$ cat config.mk
export PLATFORM = sky130hd
export DESIGN_NAME = fscan_seq
export DESIGN_NICKNAME = d
export VERILOG_FILES = /design/src/rtl/fscan_pkg.sv /design/src/rtl/fscan_logic.sv /design/src/rtl/fscan_chain.sv /design/src/rtl/fscan_ctrl.sv /design/src/rtl/fscan_seq.sv
export SDC_FILE = /design/constraint.sdc
export NUM_CORES = 1
export LEC_CHECK = 0
export ABC_CLOCK_PERIOD_IN_PS = 7600
export CAP_MARGIN = 20
export CORE_MARGIN = 4
export CORE_UTILIZATION = 30
export DETAILED_ROUTE_END_ITERATION = 12
export GPL_ROUTABILITY_DRIVEN = 1
export MAX_ROUTING_LAYER = met4
export PLACE_DENSITY = 0.76
export REMOVE_ABC_BUFFERS = 1
export SLEW_MARGIN = 5
export SYNTH_ARGS = -nofsm -noshare
export SYNTH_HDL_FRONTEND = slang
export SYNTH_SLANG_ARGS = --single-unit
$ cat constraint.sdc
create_clock -name clk -period 7.6 [get_ports clk]
set_clock_uncertainty 0.2 [all_clocks]
set_input_delay 1.52 -clock clk [delete_from_list [all_inputs] [get_ports clk]]
set_output_delay 1.52 -clock clk [all_outputs]
set_load 0.02 [all_outputs]
$ cat src/rtl/fscan_pkg.sv
package fscan_pkg;
    typedef enum logic [2:0] {
        PH_IDLE   = 3'd0,
        PH_FLUSH  = 3'd1,
        PH_LOAD   = 3'd2,
        PH_CAPT   = 3'd3,
        PH_UNLOAD = 3'd4
    } phase_e;
endpackage

$ cat src/rtl/fscan_logic.sv
module fscan_logic #(
    parameter int CHAIN = 8,
    parameter int PIW   = 4,
    parameter int POW   = 4
) (
    input  logic [CHAIN-1:0] state_i,
    input  logic [PIW-1:0]   pi_i,
    output logic [CHAIN-1:0] next_o,
    output logic [POW-1:0]   po_o
);
    // functional next state of every stage
    for (genvar i = 0; i < CHAIN; i++) begin : g_next
        assign next_o[i] = state_i[(i + CHAIN - 1) % CHAIN]
                         ^ (state_i[i] & state_i[(i + 1) % CHAIN])
                         ^ pi_i[i % PIW];
    end

    // primary outputs
    for (genvar j = 0; j < POW; j++) begin : g_po
        assign po_o[j] = state_i[(2 * j) % CHAIN]
                       ^ (state_i[(2 * j + 1) % CHAIN] & pi_i[j % PIW]);
    end
endmodule

$ cat src/rtl/fscan_chain.sv
module fscan_chain #(
    parameter int CHAIN = 8
) (
    input  logic             clk,
    input  logic             rst_n,
    input  logic             scan_mode_i,
    input  logic             sdi_i,
    input  logic [CHAIN-1:0] func_i,
    output logic [CHAIN-1:0] state_o
);
    logic [CHAIN-1:0] chain_d;
    logic [CHAIN-1:0] chain_q;

    // one select per stage: shift path or functional data
    for (genvar i = 0; i < CHAIN; i++) begin : g_cell
        if (i == 0) begin : g_head
            assign chain_d[i] = scan_mode_i ? sdi_i : func_i[i];
        end else begin : g_body
            assign chain_d[i] = scan_mode_i ? chain_q[i-1] : func_i[i];
        end
    end

    always_ff @(posedge clk or negedge rst_n) begin
        if (!rst_n) chain_q <= '0;
        else        chain_q <= chain_d;
    end

    assign state_o = chain_q;

    p_shift_body_r10: assert property (@(posedge clk) disable iff (!rst_n)
        scan_mode_i |=> chain_q[CHAIN-1:1] == $past(chain_q[CHAIN-2:0]));
    p_shift_head_r10: assert property (@(posedge clk) disable iff (!rst_n)
        scan_mode_i |=> chain_q[0] == $past(sdi_i));
    p_capture_load_r10: assert property (@(posedge clk) disable iff (!rst_n)
        !scan_mode_i |=> chain_q == $past(func_i));
endmodule

$ cat src/rtl/fscan_ctrl.sv
module fscan_ctrl
    import fscan_pkg::*;
#(
    parameter int CHAIN = 8,
    parameter int NVEC  = 6,
    parameter int PIW   = 4,
    parameter int POW   = 4,
    localparam int VW   = $clog2(NVEC + 1),
    localparam int VIW  = (NVEC > 1) ? $clog2(NVEC) : 1,
    localparam int CW   = $clog2(2 * CHAIN),
    localparam int KW   = $clog2(CHAIN)
) (
    input  logic                  clk,
    input  logic                  rst_n,
    input  logic                  start_i,
    input  logic [NVEC*CHAIN-1:0] vec_state_i,
    input  logic [NVEC*PIW-1:0]   vec_pi_i,
    input  logic [NVEC*CHAIN-1:0] exp_state_i,
    input  logic [NVEC*POW-1:0]   exp_po_i,
    input  logic                  sdo_i,
    input  logic [POW-1:0]        po_i,
    output logic                  scan_mode_o,
    output logic                  sdi_o,
    output logic [PIW-1:0]        pi_o,
    output logic                  done_o,
    output logic                  fail_o,
    output logic [VW-1:0]         fail_vec_o
);
    typedef struct packed {
        phase_e           phase;
        logic [CW-1:0]    cnt;
        logic [VIW-1:0]   vidx;
        logic             fail;
        logic [VW-1:0]    fidx;
        logic             done;
    } ctrl_t;

    ctrl_t r_q, r_d;

    // per-vector views; scan bits stored in shift order (index k = bit CHAIN-1-k)
    logic           vec_sh [NVEC][CHAIN];
    logic           exp_sh [NVEC][CHAIN];
    logic [PIW-1:0] pi_arr [NVEC];
    logic [POW-1:0] po_arr [NVEC];

    for (genvar v = 0; v < NVEC; v++) begin : g_vec
        assign pi_arr[v] = vec_pi_i[v*PIW +: PIW];
        assign po_arr[v] = exp_po_i[v*POW +: POW];
        for (genvar k = 0; k < CHAIN; k++) begin : g_bit
            assign vec_sh[v][k] = vec_state_i[v*CHAIN + CHAIN - 1 - k];
            assign exp_sh[v][k] = exp_state_i[v*CHAIN + CHAIN - 1 - k];
        end
    end

    logic [KW-1:0]  kidx;
    logic [CW-1:0]  fl_age;
    logic [VIW-1:0] prev_v;
    logic           mism;
    logic [VW-1:0]  mism_idx;

    assign kidx   = r_q.cnt[KW-1:0];
    assign fl_age = r_q.cnt - CW'(CHAIN);
    assign prev_v = r_q.vidx - VIW'(1);

    always_comb begin
        r_d         = r_q;
        scan_mode_o = 1'b1;
        sdi_o       = 1'b0;
        pi_o        = pi_arr[r_q.vidx];
        mism        = 1'b0;
        mism_idx    = '0;
        unique case (r_q.phase)
            PH_IDLE: begin
                if (start_i) begin
                    r_d.phase = PH_FLUSH;
                    r_d.cnt   = '0;
                    r_d.vidx  = '0;
                    r_d.fail  = 1'b0;
                    r_d.fidx  = '0;
                    r_d.done  = 1'b0;
                end
            end
            PH_FLUSH: begin
                // pattern 0,0,1,1,... and compare after CHAIN cycles
                sdi_o = r_q.cnt[1];
                if (r_q.cnt >= CW'(CHAIN)) begin
                    mism     = (sdo_i != fl_age[1]);
                    mism_idx = VW'(NVEC);
                end
                if (r_q.cnt == CW'(2 * CHAIN - 1)) begin
                    r_d.phase = PH_LOAD;
                    r_d.cnt   = '0;
                end else begin
                    r_d.cnt = r_q.cnt + CW'(1);
                end
            end
            PH_LOAD: begin
                // load, R5 overlapped unload of the previous response
                sdi_o = vec_sh[r_q.vidx][kidx];
                if (r_q.vidx != '0) begin
                    mism     = (sdo_i != exp_sh[prev_v][kidx]);
                    mism_idx = VW'(prev_v);
                end
                if (r_q.cnt == CW'(CHAIN - 1)) begin
                    r_d.phase = PH_CAPT;
                    r_d.cnt   = '0;
                end else begin
                    r_d.cnt = r_q.cnt + CW'(1);
                end
            end
            PH_CAPT: begin
                // one functional clock, outputs checked before it
                scan_mode_o = 1'b0;
                mism        = (po_i != po_arr[r_q.vidx]);
                mism_idx    = VW'(r_q.vidx);
                if (r_q.vidx == VIW'(NVEC - 1)) begin
                    r_d.phase = PH_UNLOAD;
                end else begin
                    r_d.phase = PH_LOAD;
                    r_d.vidx  = r_q.vidx + VIW'(1);
                end
                r_d.cnt = '0;
            end
            PH_UNLOAD: begin
                // final unload with zeros shifted in
                mism     = (sdo_i != exp_sh[VIW'(NVEC - 1)][kidx]);
                mism_idx = VW'(NVEC - 1);
                if (r_q.cnt == CW'(CHAIN - 1)) begin
                    r_d.phase = PH_IDLE;
                    r_d.done  = 1'b1;
                    r_d.cnt   = '0;
                end else begin
                    r_d.cnt = r_q.cnt + CW'(1);
                end
            end
            default: r_d.phase = PH_IDLE;
        endcase
        // first mismatch wins
        if (mism && !r_q.fail) begin
            r_d.fail = 1'b1;
            r_d.fidx = mism_idx;
        end
    end

    always_ff @(posedge clk or negedge rst_n) begin
        if (!rst_n) r_q <= '0;
        else        r_q <= r_d;
    end

    assign done_o     = r_q.done;
    assign fail_o     = r_q.fail;
    assign fail_vec_o = r_q.fidx;

    p_capture_single_r4: assert property (@(posedge clk) disable iff (!rst_n)
        (r_q.phase == PH_CAPT) |=> (r_q.phase != PH_CAPT));
    p_load_entry_r5: assert property (@(posedge clk) disable iff (!rst_n)
        (r_q.phase == PH_LOAD && r_q.cnt == '0)
            |-> ($past(r_q.phase) == PH_FLUSH || $past(r_q.phase) == PH_CAPT));
    p_fail_sticky_r7: assert property (@(posedge clk) disable iff (!rst_n)
        (r_q.fail && !(r_q.phase == PH_IDLE && start_i))
            |=> (r_q.fail && $stable(r_q.fidx)));
    p_done_idle_r8: assert property (@(posedge clk) disable iff (!rst_n)
        r_q.done |-> (r_q.phase == PH_IDLE));
    p_busy_ignores_start_r8: assert property (@(posedge clk) disable iff (!rst_n)
        (r_q.phase != PH_IDLE && r_q.phase != PH_UNLOAD) |=> (r_q.phase != PH_IDLE));
endmodule

$ cat src/rtl/fscan_seq.sv
module fscan_seq #(
    parameter int CHAIN = 8,
    parameter int NVEC  = 6,
    parameter int PIW   = 4,
    parameter int POW   = 4,
    localparam int VW   = $clog2(NVEC + 1)
) (
    input  logic                  clk,
    input  logic                  rst_n,
    input  logic                  start_i,
    input  logic [NVEC*CHAIN-1:0] vec_state_i,
    input  logic [NVEC*PIW-1:0]   vec_pi_i,
    input  logic [NVEC*CHAIN-1:0] exp_state_i,
    input  logic [NVEC*POW-1:0]   exp_po_i,
    output logic                  scan_mode_o,
    output logic                  scan_in_o,
    output logic                  scan_out_o,
    output logic [PIW-1:0]        pi_o,
    output logic [POW-1:0]        po_o,
    output logic                  done_o,
    output logic                  fail_o,
    output logic [VW-1:0]         fail_vec_o
);
    logic [CHAIN-1:0] state_w;
    logic [CHAIN-1:0] func_w;

    fscan_ctrl #(.CHAIN(CHAIN), .NVEC(NVEC), .PIW(PIW), .POW(POW)) u_ctrl (
        .clk         (clk),
        .rst_n       (rst_n),
        .start_i     (start_i),
        .vec_state_i (vec_state_i),
        .vec_pi_i    (vec_pi_i),
        .exp_state_i (exp_state_i),
        .exp_po_i    (exp_po_i),
        .sdo_i       (scan_out_o),
        .po_i        (po_o),
        .scan_mode_o (scan_mode_o),
        .sdi_o       (scan_in_o),
        .pi_o        (pi_o),
        .done_o      (done_o),
        .fail_o      (fail_o),
        .fail_vec_o  (fail_vec_o)
    );

    fscan_chain #(.CHAIN(CHAIN)) u_chain (
        .clk         (clk),
        .rst_n       (rst_n),
        .scan_mode_i (scan_mode_o),
        .sdi_i       (scan_in_o),
        .func_i      (func_w),
        .state_o     (state_w)
    );

    fscan_logic #(.CHAIN(CHAIN), .PIW(PIW), .POW(POW)) u_logic (
        .state_i (state_w),
        .pi_i    (pi_o),
        .next_o  (func_w),
        .po_o    (po_o)
    );

    assign scan_out_o = state_w[CHAIN-1];
endmodule

---- Word level (Yosys, flattened, before mapping) ----
Memory sizes are Yosys's and may differ from the RTL's.
Cells that the tools add are included.
word-level totals
  memories kept ........................... 1
  register bits after elaboration ......... 23
  word-level logic and storage cells ...... 133
  ROM bits ................................ 8
memories
  name              words  bits a word  read ports  clocked after memory_dff  write ports  RTL line           source
  (name not given)  8      1            1           0                         0            fscan_ctrl.sv:126  mism = (sdo_i != exp_sh[VIW'(NVEC - 1)][kidx]);
cells by class
  mux-type cells .......................... 51
  bitwise operators ....................... 35
  reduce and logical (&&, ||, !) cells .... 15
  add/sub/neg operators ................... 4
  $lt $le $gt $ge ......................... 4
  equal/unequal tests ..................... 16
operators with widths
  kind                 count
  $bmux 8 s3           2
  $mux 4               8
  $mux 8               4
  $bmux 4 s3           2
  $mux 3               7
  $xor 1x1->1          20
  $mux 1               18
  $ge 4x4->1 const B   4
  $pmux 4 s4           1
  $mux 15              1
  $pmux 3 s5           1
  $and 1x1->1          12
  $not 3->4            3
  $pmux 3 s4           1
  $reduce_bool 2->1    4
  $bmux 1 s3           2
  $eq 3x2->1 const B   2
  $eq 3x3->1 const B   2
  $ne 2x1->1 const B   3
  $pmux 3 s2           1
  $reduce_and 3->1     2
  $add 4x1->4 const B  1
  $eq 4x3->1 const B   1
  $eq 4x4->1 const B   1
  other kinds (17)     22

---- Depth between registers and ports, before layout ----
Gate-level depths: netlist of the first run.
  depth in word-level cells ............... 14
  mapped depth ............................ 16
  depth with buffers taken out ............ 10

---- Cells and area by module ----
From an unflattened synthesis of the first run, not the netlist that was laid out.
unflattened totals
  cells, all modules ...................... 285
  area total of the unflattened synthesis .. 2,901.5 um^2
by module, submodules not included
  module       times used  cells each  area an instance (um^2)  sequential area each (um^2)
  fscan_ctrl   1           236         2,349.8                  375.4
  fscan_chain  1           17          331.6                    200.2
  fscan_logic  1           32          220.2                    0.0

---- Worst setup path after synthesis of the first run ----
No wires, ideal clock.
  path type ............................... input to output
  start point ............................. input vec_state_i[29]
  end point ............................... output scan_in_o
  stages .................................. 6
  buffers on the path ..................... 0
  slack ................................... 3.012 ns
  data required time ...................... 5.880 ns
  data arrival time ....................... 2.868 ns
  path through ............................ mux4_2 > mux4_2 > mux2i_1 > o21ai_1 > nand3_1 > o41ai_1
between the ends
  longest elaborated chain between the ends .. 7
ends and longest elaborated chain
  element                                    RTL line          source
  start, declared                            fscan_seq.sv:11   input logic [NVEC*CHAIN-1:0] vec_state_i,
  $bmux 8 s3                                 fscan_ctrl.sv:99  sdi_o = vec_sh[r_q.vidx][kidx];
  $mux 8 (implied by the code) (2 in a row)  fscan_ctrl.sv:99
  $bmux 1 s3                                 fscan_ctrl.sv:99
  $mux 1 (implied by the code) (2 in a row)  fscan_ctrl.sv:99
  $pmux 1 s2                                 fscan_ctrl.sv:72  unique case (r_q.phase)
  end, declared                              fscan_seq.sv:16   output logic scan_in_o,
Every way passes these cells. The select of a mux whose other input is x is not followed.

---- Worst setup path in the final report of the first run ----
  start point ............................. input vec_pi_i[18]
  end point ............................... output po_o[2]
between the ends
  longest elaborated chain between the ends .. 5
ends and longest elaborated chain
  element                                    RTL line           source
  start, declared                            fscan_seq.sv:12    input logic [NVEC*PIW-1:0] vec_pi_i,
  $bmux 4 s3                                 fscan_ctrl.sv:69   pi_o = pi_arr[r_q.vidx];
  $mux 4 (implied by the code) (2 in a row)  fscan_ctrl.sv:69
  $and 1x1->1                                fscan_logic.sv:21  ^ (state_i[(2 * j + 1) % CHAIN] & pi_i[j % PIW]);
  $xor 1x1->1                                fscan_logic.sv:21
  end, declared                              fscan_seq.sv:19    output logic [POW-1:0] po_o,
Every way passes these cells. The select of a mux whose other input is x is not followed.

==> impl_metrics.toml, run 1 <==
[pwr]
power.density_cell_area_mw_per_mm2 = 351.1
total_leakage_power_nw = 1.782
worst_ir_drop_vdd_uv = 122.6

[floorplanning]
die_h_um = 105.3
top_level_ports = 163
start_util_pct = 30.72
placement_row_count = 35
floorplan.die_area_sq_mm = 0.01108
coreArea_sq_mm = 0.009240
die_width_um = 105.3

[sta]
finalHoldViolCount = 0
timing.setup.tns_ps = 0
hold_ws_ps = 319.3
relSlewSlack_pct = 39.17
grt_setup_unrepaired = "false"
period_share_pct = 75.35
max_slew.worst_pin.slew_ps = 912.4
slew_viol_final = 0
timing.fmax_mhz = 174.6
final_period_minus_worst_setup_slack_ps = 5727
finalSetupViolations = 0

[setup_path]
reg2reg_depth = 11
reg2reg_from = "u_ctrl.r_q[5]$_DFFE_PN0P_"
worstPathArrival_ps = 4010
setup.worst_path.class = "input port to primary output"
critical_path_capture_point_type = "primary output"
r2r-end = "u_ctrl.fail_vec_o[2]$_DFFE_PN0P_"
worst_setup_path_start_kind = "input port"
required_ps = 5880
maximum_fanout_along_the_worst_path = 5
timing.reg2reg.setup_slack_ps = 3540

[cells_and_area]
design.final.nets = 601
multi_input_comb_area_sq_mm = 0.002073
finished_core_util_pct = 49.41
register_area_sq_um = 576.8
fillerInstances = 870
drive_gt1_share_pct = 11.63
antenna_cells_inserted = 0
area_growth_pct = 60.82

[synth]
synthArstFlopShare_pct = 100.0
synth_largest_type_area_fraction_pct = 20.27
synth.yosys.warnings = 0
synthesis.instances = 303
post-synth-top-area-cell = "sky130_fd_sc_hd__dfrtp_1"
synth-seq-cells = 23
synth_top_cells_by_count = "sky130_fd_sc_hd__nand2_1, sky130_fd_sc_hd__dfrtp_1, sky130_fd_sc_hd__mux4_2, sky130_fd_sc_hd__nor2_1, sky130_fd_sc_hd__mux2i_1"
area_of_the_mapped_netlist_sq_mm = 0.002839
dominantRegCellSynth = "sky130_fd_sc_hd__dfrtp_1"
average_cell_area_after_synthesis_sq_um = 9.370
netlist_top_cells_area = "sky130_fd_sc_hd__dfrtp_1, sky130_fd_sc_hd__mux4_2, sky130_fd_sc_hd__mux2_2"
yosysUniqueCellTypes = 50
synthMostInstantiatedCell = "sky130_fd_sc_hd__nand2_1"
number_of_enable_type_register_cells_in_the_synthesized_netlist = 0
seq_area_frac_synth_pct = 20.27

[outcome]
outcome = "finished clean"

[cts]
cts.hold.buffers_added = 0
tritoncts = "yes"
ctsResizeCount = 0
post-cts-setup-buffer-count = 0
cts_buffers = 3
root_buffer = "sky130_fd_sc_hd__clkbuf_8"
clkTransAtPathRegs_ps = 80
cts.sink_count = 23
clock_tree.htree_level_count = 1
worst_skew_late_latency_ps = 270
max-clock-path-buffers = 2

[global_routing]
grt_pass1_vias = 3083
gr-usage-all-layers_pct = 16.94
grt-ovfl-total = 0
pin_count_of_the_biggest_net_entering_global_routing = 45
grt_pass1_wl_um = 14900
number_of_antenna_violations_at_the_first_check_in_global_routing = 0

[placed_design]
number_of_buffers_added_on_ports = 162
hpwl_um = 7949
place.gp.congestion = 0.8704

[hold_path]
whs_path_depth = 2
worst_hold_startpoint = "u_ctrl.fail_o$_DFFE_PN0P_"
hold-path-endpoint = "u_ctrl.fail_o$_DFFE_PN0P_"
hold_path.class = "register to register"

[route]
first_pass_iteration_count_of_the_detailed_router = 5
vias_per_cell = 5.191
finalWirelength_um = 9442
drt-initial-drc-count = 194
postRouteAntennaNets = 0
vias = 2990
route.detailed.drc = 0
wire_per_inst_um = 16.39

[run]
timing.max_cap.violations = 0
## sequential cells by signal (all words and copies together), names as in the netlist
name	cells
u_chain.state_o	8
u_ctrl.r_q	7
u_ctrl.fail_vec_o	3
u_ctrl.kidx	3
u_ctrl.done_o	1
u_ctrl.fail_o	1
## logic make-up (layout without fill, tap and decap cells)
| group | after synthesis | count (layout) | share of synthesized area (%) |
|---|---|---|---|
| AO/OA/AOI/OAI | 66 | 66 | 16.04 |
| XOR/XNOR | 27 | 27 | 8.814 |
| adder cells (fa/ha/maj) | 6 | 6 | 2.644 |
| buffers and inverters | 40 | 184 | 6.699 |
| flip-flops | 23 | 23 | 20.27 |
| multiplexers | 62 | 62 | 33.23 |
| AND/OR/NAND/NOR | 79 | 79 | 12.30 |
## layer usage
metal  wire (um)  GRT usage (%)  vias to the layer above
li1            -              -                     1410
met3         502          1.347                       14
met5           0              -                        -
met2        5001          30.19                      137
met4         181          4.967                        0
met1        3756          20.44                     1429
## power by group
| part | leakage, nW | internal [W] | switching, W |
|---|---|---|---|
| Combinational | 1.47 | 0.000623 | 0.000628 |
| Clock | 0.0255 | 0.0000367 | 0.0000415 |
| Sequential | 0.283 | 0.000176 | 0.0000985 |
## metrics by stage
stage | power [W] | cells | worst slack, ps | cell area [sq um]
final | 0.001603 | 576 | 1873 | 4566
after global routing | 0.001735 | 576 | 1792 | 4566
after CTS | 0.001609 | 575 | 1926 | 4551
after detailed placement | 0.001528 | 571 | 1924 | 4504
after global placement | 0.001507 | 571 | 1951 | 4504
after floorplan | 0.001134 | 278 | 2871 | 2705
## layout by cell type, fill, tap and decap left out, drive strengths merged, types with 5 or more instances in the layout
cell,synthesis,routed
mux4,23,23
o22ai,5,5
o21ai,12,12
dfrtp,23,23
mux2i,17,17
nand2b,8,8
ha,6,6
clkdlybuf4s50,0,162
nor2,19,19
nand3,5,5
nand2,36,36
inv,15,15
xor2,12,12
xnor2,14,14
a21oi,13,13
mux2,22,22
a31oi,10,10
## worst max path at each step
stage	from	to	slack (ps)	depth (start not counted)
global placement	vec_state_i[13]	scan_in_o	1950	8
global route	vec_pi_i[18]	po_o[2]	1790	6
floorplan	u_ctrl.r_q[5]$_DFFE_PN0P_	scan_in_o	2870	6
CTS	vec_pi_i[18]	po_o[2]	1930	6
finish	vec_pi_i[18]	po_o[2]	1870	6
detailed placement	vec_pi_i[18]	po_o[2]	1920	6
## area by class of cell
| class | instances | share of cell area [%] |
|---|---|---|
| multi-input cells | 240 | 45.41 |
| repair buffers | 165 | 36.17 |
| flip-flops and latches | 23 | 12.63 |
| well taps | 129 | 3.535 |
| inverters | 15 | 1.233 |
| clock buffers | 3 | 0.9044 |
| clock inverters | 1 | 0.1096 |
## worst max-delay path: stages
cell,delay (ps)
sky130_fd_sc_hd__clkdlybuf4s50_1,390
sky130_fd_sc_hd__mux2_4,260
sky130_fd_sc_hd__a222oi_1,820
sky130_fd_sc_hd__o21ai_0,280
sky130_fd_sc_hd__nand2_1,120
sky130_fd_sc_hd__clkdlybuf4s50_1,610
(Power assumes the default switching activity.)
==> run 2: changes to the inputs <==
Settings changed: ABC_CLOCK_PERIOD_IN_PS 7600 to 4920, PLACE_DENSITY 0.76 to 0.78.
Clock period 7.6 ns to 4.92 ns, I/O delays scaled along.
==> run 2 against run 1 <==
  * Hold slack lost 0.59 ps
  * First-iteration DRC count down 14%
  * Critical path depth is 2 higher
  * Combinational power up 54%
  * Register-to-register slack lost 2700 ps
  * Critical path type unchanged
  * Critical endpoint is now scan_in_o
  * Largest power group unchanged
==> impl_metrics.toml, run 2 (synthesis results as in run 1) <==
[outcome]
outcome = "finished clean"

[cts]
clkTransAtPathRegs_ps = 90
tritoncts = "yes"
worst_skew_late_latency_ps = 270
clock_tree.htree_level_count = 1
cts_buffers = 3
cts.hold.buffers_added = 0
cts.sink_count = 23
root_buffer = "sky130_fd_sc_hd__clkbuf_8"
post-cts-setup-buffer-count = 0
ctsResizeCount = 0
max-clock-path-buffers = 2

[setup_path]
critical-path-max-stage-delay_ps = 590
timing.reg2reg.setup_slack_ps = 850
setup.worst_path.class = "input port to primary output"
maximum_fanout_along_the_worst_path = 2
worstPathArrival_ps = 3420
required_ps = 3740
worst_setup_path_start_kind = "input port"
reg2reg_depth = 11
critical_path_capture_point_type = "primary output"
crit_chain = "clkdlybuf4s50_1 -> mux4_2 -> mux4_2 -> mux2i_1 -> o21ai_1 -> nand3_1 -> o41ai_1 -> clkdlybuf4s50_1"
reg2reg_from = "u_ctrl.r_q[5]$_DFFE_PN0P_"
crit_start = "vec_state_i[28]"
crit_slowest_cell = "sky130_fd_sc_hd__clkdlybuf4s50_1"

[sta]
final_period_minus_worst_setup_slack_ps = 4599
grt_setup_unrepaired = "false"
period_share_pct = 93.48
hold_ws_ps = 318.7
max_slew.worst_pin.slew_ps = 739.3
relSlewSlack_pct = 50.55
finalHoldViolCount = 0
slew_viol_final = 0
timing.setup.tns_ps = 0
finalSetupViolations = 0
timing.fmax_mhz = 217.4

[global_routing]
gr-max-usage-layer = "met2"
gr-usage-all-layers_pct = 16.95
grt-ovfl-total = 0
number_of_antenna_violations_at_the_first_check_in_global_routing = 0
global_route.usage.met2_pct = 30.37
pin_count_of_the_biggest_net_entering_global_routing = 30
grt_pass1_wl_um = 15020
grt_util_met1_pct = 20.10
grt_pass1_vias = 3169
met3_demand_to_capacity_share_in_global_routing_pct = 1.347

[hold_path]
hold_path.class = "register to register"
whs_path_depth = 2
worst_hold_startpoint = "u_ctrl.fail_o$_DFFE_PN0P_"

[floorplanning]
placement_row_count = 35
die_width_um = 105.3
coreArea_sq_mm = 0.009240
die_h_um = 105.3
floorplan.die_area_sq_mm = 0.01108
top_level_ports = 163
start_util_pct = 30.72

[route]
vias = 2992
drt-initial-drc-count = 166
route.detailed.drc = 0
postRouteAntennaNets = 0
finalWirelength_um = 9485
wire_per_inst_um = 16.35
vias_per_cell = 5.159
first_pass_iteration_count_of_the_detailed_router = 4

[cells_and_area]
fillerInstances = 841
area_growth_pct = 62.41
design.final.nets = 605
finished_core_util_pct = 49.90
largest_register_ff_count = 8
antenna_cells_inserted = 0
layout.cells.most_common_list = "sky130_fd_sc_hd__clkdlybuf4s50_1, sky130_fd_sc_hd__nand2_1, sky130_fd_sc_hd__mux4_2"
layout_commonest_cell = "sky130_fd_sc_hd__clkdlybuf4s50_1"
drive_gt1_share_pct = 12.42

[pwr]
power.density_cell_area_mw_per_mm2 = 547.3
worst_ir_drop_vdd_uv = 206.5
total_power_w = 0.002523
total_leakage_power_nw = 1.802

[placed_design]
place.gp.congestion = 0.8739
hpwl_um = 8082
number_of_buffers_added_on_ports = 162

[run]
timing.max_cap.violations = 0
==> run 2: changes by cell type in the layout (fill, tap and decap cells not counted) <==
cell                         previous run  this run
sky130_fd_sc_hd__buf_4                  2         6
sky130_fd_sc_hd__clkinvlp_4             0         1
sky130_fd_sc_hd__clkinv_2               1         0
sky130_fd_sc_hd__buf_8                  1         0
sky130_fd_sc_hd__buf_16                 0         1
==> run 2: path summary, 6_finish.rpt <==
| check | to |
|---|---|
| worst max-delay path | scan_in_o |
| worst min-delay path | u_ctrl.fail_o$_DFFE_PN0P_ |
| worst max register to register | u_ctrl.fail_vec_o[2]$_DFFE_PN0P_ |
| worst min register to register | u_ctrl.fail_o$_DFFE_PN0P_ |
| max in group asynchronous | u_ctrl.r_q[11]$_DFFE_PN0P_ |
| min in group asynchronous | u_ctrl.kidx[2]$_DFFE_PN0P_ |
==> run 2: metal layers <==
metal / routed length [um] / up-vias
li1: - / 1419
met1: 3686 / 1416
met2: 5046 / 139
met3: 521 / 18
met4: 229 / 0
met5: 0 / -
==> run 2: final cells by class <==
| type | instances | area, sq um | area share (%) |
|---|---|---|---|
| Inverter | 15 | 56.30 | 1.221 |
| Clock buffer | 3 | 41.29 | 0.8955 |
| Clock inverter | 1 | 7.507 | 0.1628 |
| Timing Repair Buffer | 169 | 1694 | 36.74 |
| Tap cell | 129 | 161.4 | 3.501 |
| Multi-Input combinational cell | 240 | 2073 | 44.97 |
| Sequential cell | 23 | 576.8 | 12.51 |
==> run 2: per-stage QoR <==
step	instance area [sq um]	setup slack (ps)	cells
after global routing	4611	253.0	580
after detailed placement	4534	299.5	575
final	4611	321.0	580
after CTS	4583	298.9	579
after floorplan	2705	726.6	278
after global placement	4534	349.2	575
==> run 2: critical path, delay by kind of cell <==
kind	cells	cell delay, ps
muxes	3	1100
buffers and inverters	2	1030
AOI/OAI and AO/OA	2	200
and+or+nand+nor	1	100
==> run 2: power breakdown <==
group	switching [W]	internal, W	leakage (nW)	total, W
Clock	0.0000666	0.0000574	0.0217	0.000124
Sequential	0.000199	0.000272	0.283	0.000470
Combinational	0.000938	0.000992	1.50	0.00193
==> run 3: changes to the inputs <==
Settings changed: ABC_CLOCK_PERIOD_IN_PS 4920 to 5450, PLACE_DENSITY 0.78 to 0.76.
Clock period 4.92 ns to 5.45 ns, I/O delays scaled along.
==> run 3 against run 2 <==
  * Non-clock buffer count is 1 lower
  * First-iteration DRC count is 34% higher
  * Clock power is 15% lower
  * Worst setup slack gained 360 ps
  * Combinational power down 11%
  * Hold slack got worse by 0.93 ps
  * Cell count down 0.17%
  * Wire length up 0.50%
  * Final area decreased by 0.52%
  * Count of clock-buffer cells in the layout grew 1
  * Register-to-register slack improved by 480 ps
  * Highest routed layer unchanged
==> impl_metrics.toml, run 3 (synthesis results as in run 1) <==
[sta]
setup_slack_ps = 679.1
finalSetupViolations = 0
timing.setup.tns_ps = 0
max_slew.worst_pin.slew_ps = 903.1
relSlewSlack_pct = 39.79
slew_viol_final = 0
finalHoldViolCount = 0
grt_setup_unrepaired = "false"
timing.fmax_mhz = 209.6
final_period_minus_worst_setup_slack_ps = 4771
period_share_pct = 87.54

[route]
route.detailed.drc = 0
vias_per_cell = 5.206
vias = 3014
wire_per_inst_um = 16.46
postRouteAntennaNets = 0
first_pass_iteration_count_of_the_detailed_router = 4
drt-initial-drc-count = 223
finalWirelength_um = 9532

[placed_design]
dpl_worst_slack_ps = 672.9
place.gp.congestion = 0.8863
hpwl_um = 7927
number_of_buffers_added_on_ports = 162
dpl_cells = 574

[pwr]
worst_ir_drop_vdd_uv = 188.1
total_leakage_power_nw = 1.793
power.density_cell_area_mw_per_mm2 = 494.2
total_power_w = 0.002267

[cts]
ctsResizeCount = 0
max-clock-path-buffers = 2
clock_tree.htree_level_count = 1
root_buffer = "sky130_fd_sc_hd__clkbuf_8"
cts.sink_count = 23
tritoncts = "yes"
worst_skew_late_latency_ps = 260
post-cts-setup-buffer-count = 0
cts.hold.buffers_added = 0
cts_buffers = 3
clkTransAtPathRegs_ps = 80

[floorplanning]
coreArea_sq_mm = 0.009240
die_h_um = 105.3
floorplan.die_area_sq_mm = 0.01108
placement_row_count = 35
top_level_ports = 163
start_util_pct = 30.72
die_width_um = 105.3

[setup_path]
crit_slowest_cell = "sky130_fd_sc_hd__clkdlybuf4s50_1"
cp_num_cells = 8
critical-path-max-stage-delay_ps = 600
timing.critical_path.buf_inv = 2
worstPathArrival_ps = 3480
worst_path_dominant_cell_family = "multiplexers"
required_ps = 4160
reg2reg_depth = 10
setup.worst_path.class = "input port to primary output"
crit_chain = "clkdlybuf4s50_1 -> mux4_2 -> mux4_2 -> mux2i_1 -> o21ai_1 -> nand3_1 -> o41ai_1 -> clkdlybuf4s50_1"
critical_path_capture_point_type = "primary output"
maximum_fanout_along_the_worst_path = 2
worst_setup_path_start_kind = "input port"

[cells_and_area]
design.final.nets = 604
antenna_cells_inserted = 0
layoutNonFillerInstCount = 579
layout_commonest_cell = "sky130_fd_sc_hd__clkdlybuf4s50_1"
layout.cells.most_common_list = "sky130_fd_sc_hd__clkdlybuf4s50_1, sky130_fd_sc_hd__nand2_1, sky130_fd_sc_hd__mux4_2"
largest_register_ff_count = 8
area_growth_pct = 61.57
fillerInstances = 843
drive_gt1_share_pct = 12.00

[global_routing]
pin_count_of_the_biggest_net_entering_global_routing = 32
grt_pass1_vias = 3178
grt-ovfl-total = 0
grt_pass1_wl_um = 14920
number_of_antenna_violations_at_the_first_check_in_global_routing = 0
gr-usage-all-layers_pct = 16.98

[hold_path]
whs_path_depth = 1
hold_path.class = "register to register"

[outcome]
outcome = "finished clean"

[run]
timing.max_cap.violations = 0
run 3: area by class of cell:
cell class                 count  area (sq um)  area share [%]
clock buffer                   4         45.04          0.9820
inverter                      15         56.30           1.227
multi-input combinational    240          2073           45.20
sequential                    23         576.8           12.58
tap                          129         161.4           3.519
timing repair buffer         168          1674           36.50
run 3: power breakdown:
part / internal [W] / switching, W / leakage [nW]
Combinational: 0.000891 / 0.000831 / 1.49
Sequential: 0.000245 / 0.000196 / 0.283
Clock: 0.0000521 / 0.0000524 / 0.0228
run 3: metrics by stage:
stage               hold slack, ps  instance area [sq um]  util (%)
floorplan                    277.1                   2705         -
global placement             299.1                   4527     48.99
detailed placement           307.4                   4527     48.99
CTS                          321.2                   4572     49.48
global route                 342.6                   4587     49.64
finish                       317.7                   4587     49.64
run 3: worst reg2reg max path, stage by stage (launching register included):
cell and delay [ps]:
sky130_fd_sc_hd__dfrtp_2 950, sky130_fd_sc_hd__inv_1 280, sky130_fd_sc_hd__ha_1 800, sky130_fd_sc_hd__mux4_2 410, sky130_fd_sc_hd__o21ai_1 150, sky130_fd_sc_hd__o21ai_1 80
sky130_fd_sc_hd__a311oi_1 400, sky130_fd_sc_hd__or4_1 170, sky130_fd_sc_hd__nand2_1 90, sky130_fd_sc_hd__o31ai_4 290, sky130_fd_sc_hd__mux2i_1 230
run 3: worst paths after layout:
kind	startpoint	end	slack [ps]
max in group asynchronous	rst_n	u_chain.state_o[1]$_DFF_PN0_	3690
max	vec_state_i[9]	scan_in_o	680
min reg2reg	u_chain.state_o[1]$_DFF_PN0_	u_chain.state_o[2]$_DFF_PN0_	320
max reg2reg	u_ctrl.r_q[5]$_DFFE_PN0P_	u_ctrl.fail_vec_o[0]$_DFFE_PN0P_	1330
min in group asynchronous	rst_n	u_ctrl.kidx[2]$_DFFE_PN0P_	920
min	u_chain.state_o[1]$_DFF_PN0_	u_chain.state_o[2]$_DFF_PN0_	320
run 3: per-layer routing:
layer / part of all wire (%) / up-vias / global-route usage [%]
met2: 52 / 158 / 30.56
met3: 5.7 / 12 / 1.225
met5: 0 / - / -
li1: - / 1420 / -
met4: 1.4 / 0 / 4.405
met1: 41 / 1424 / 20.58
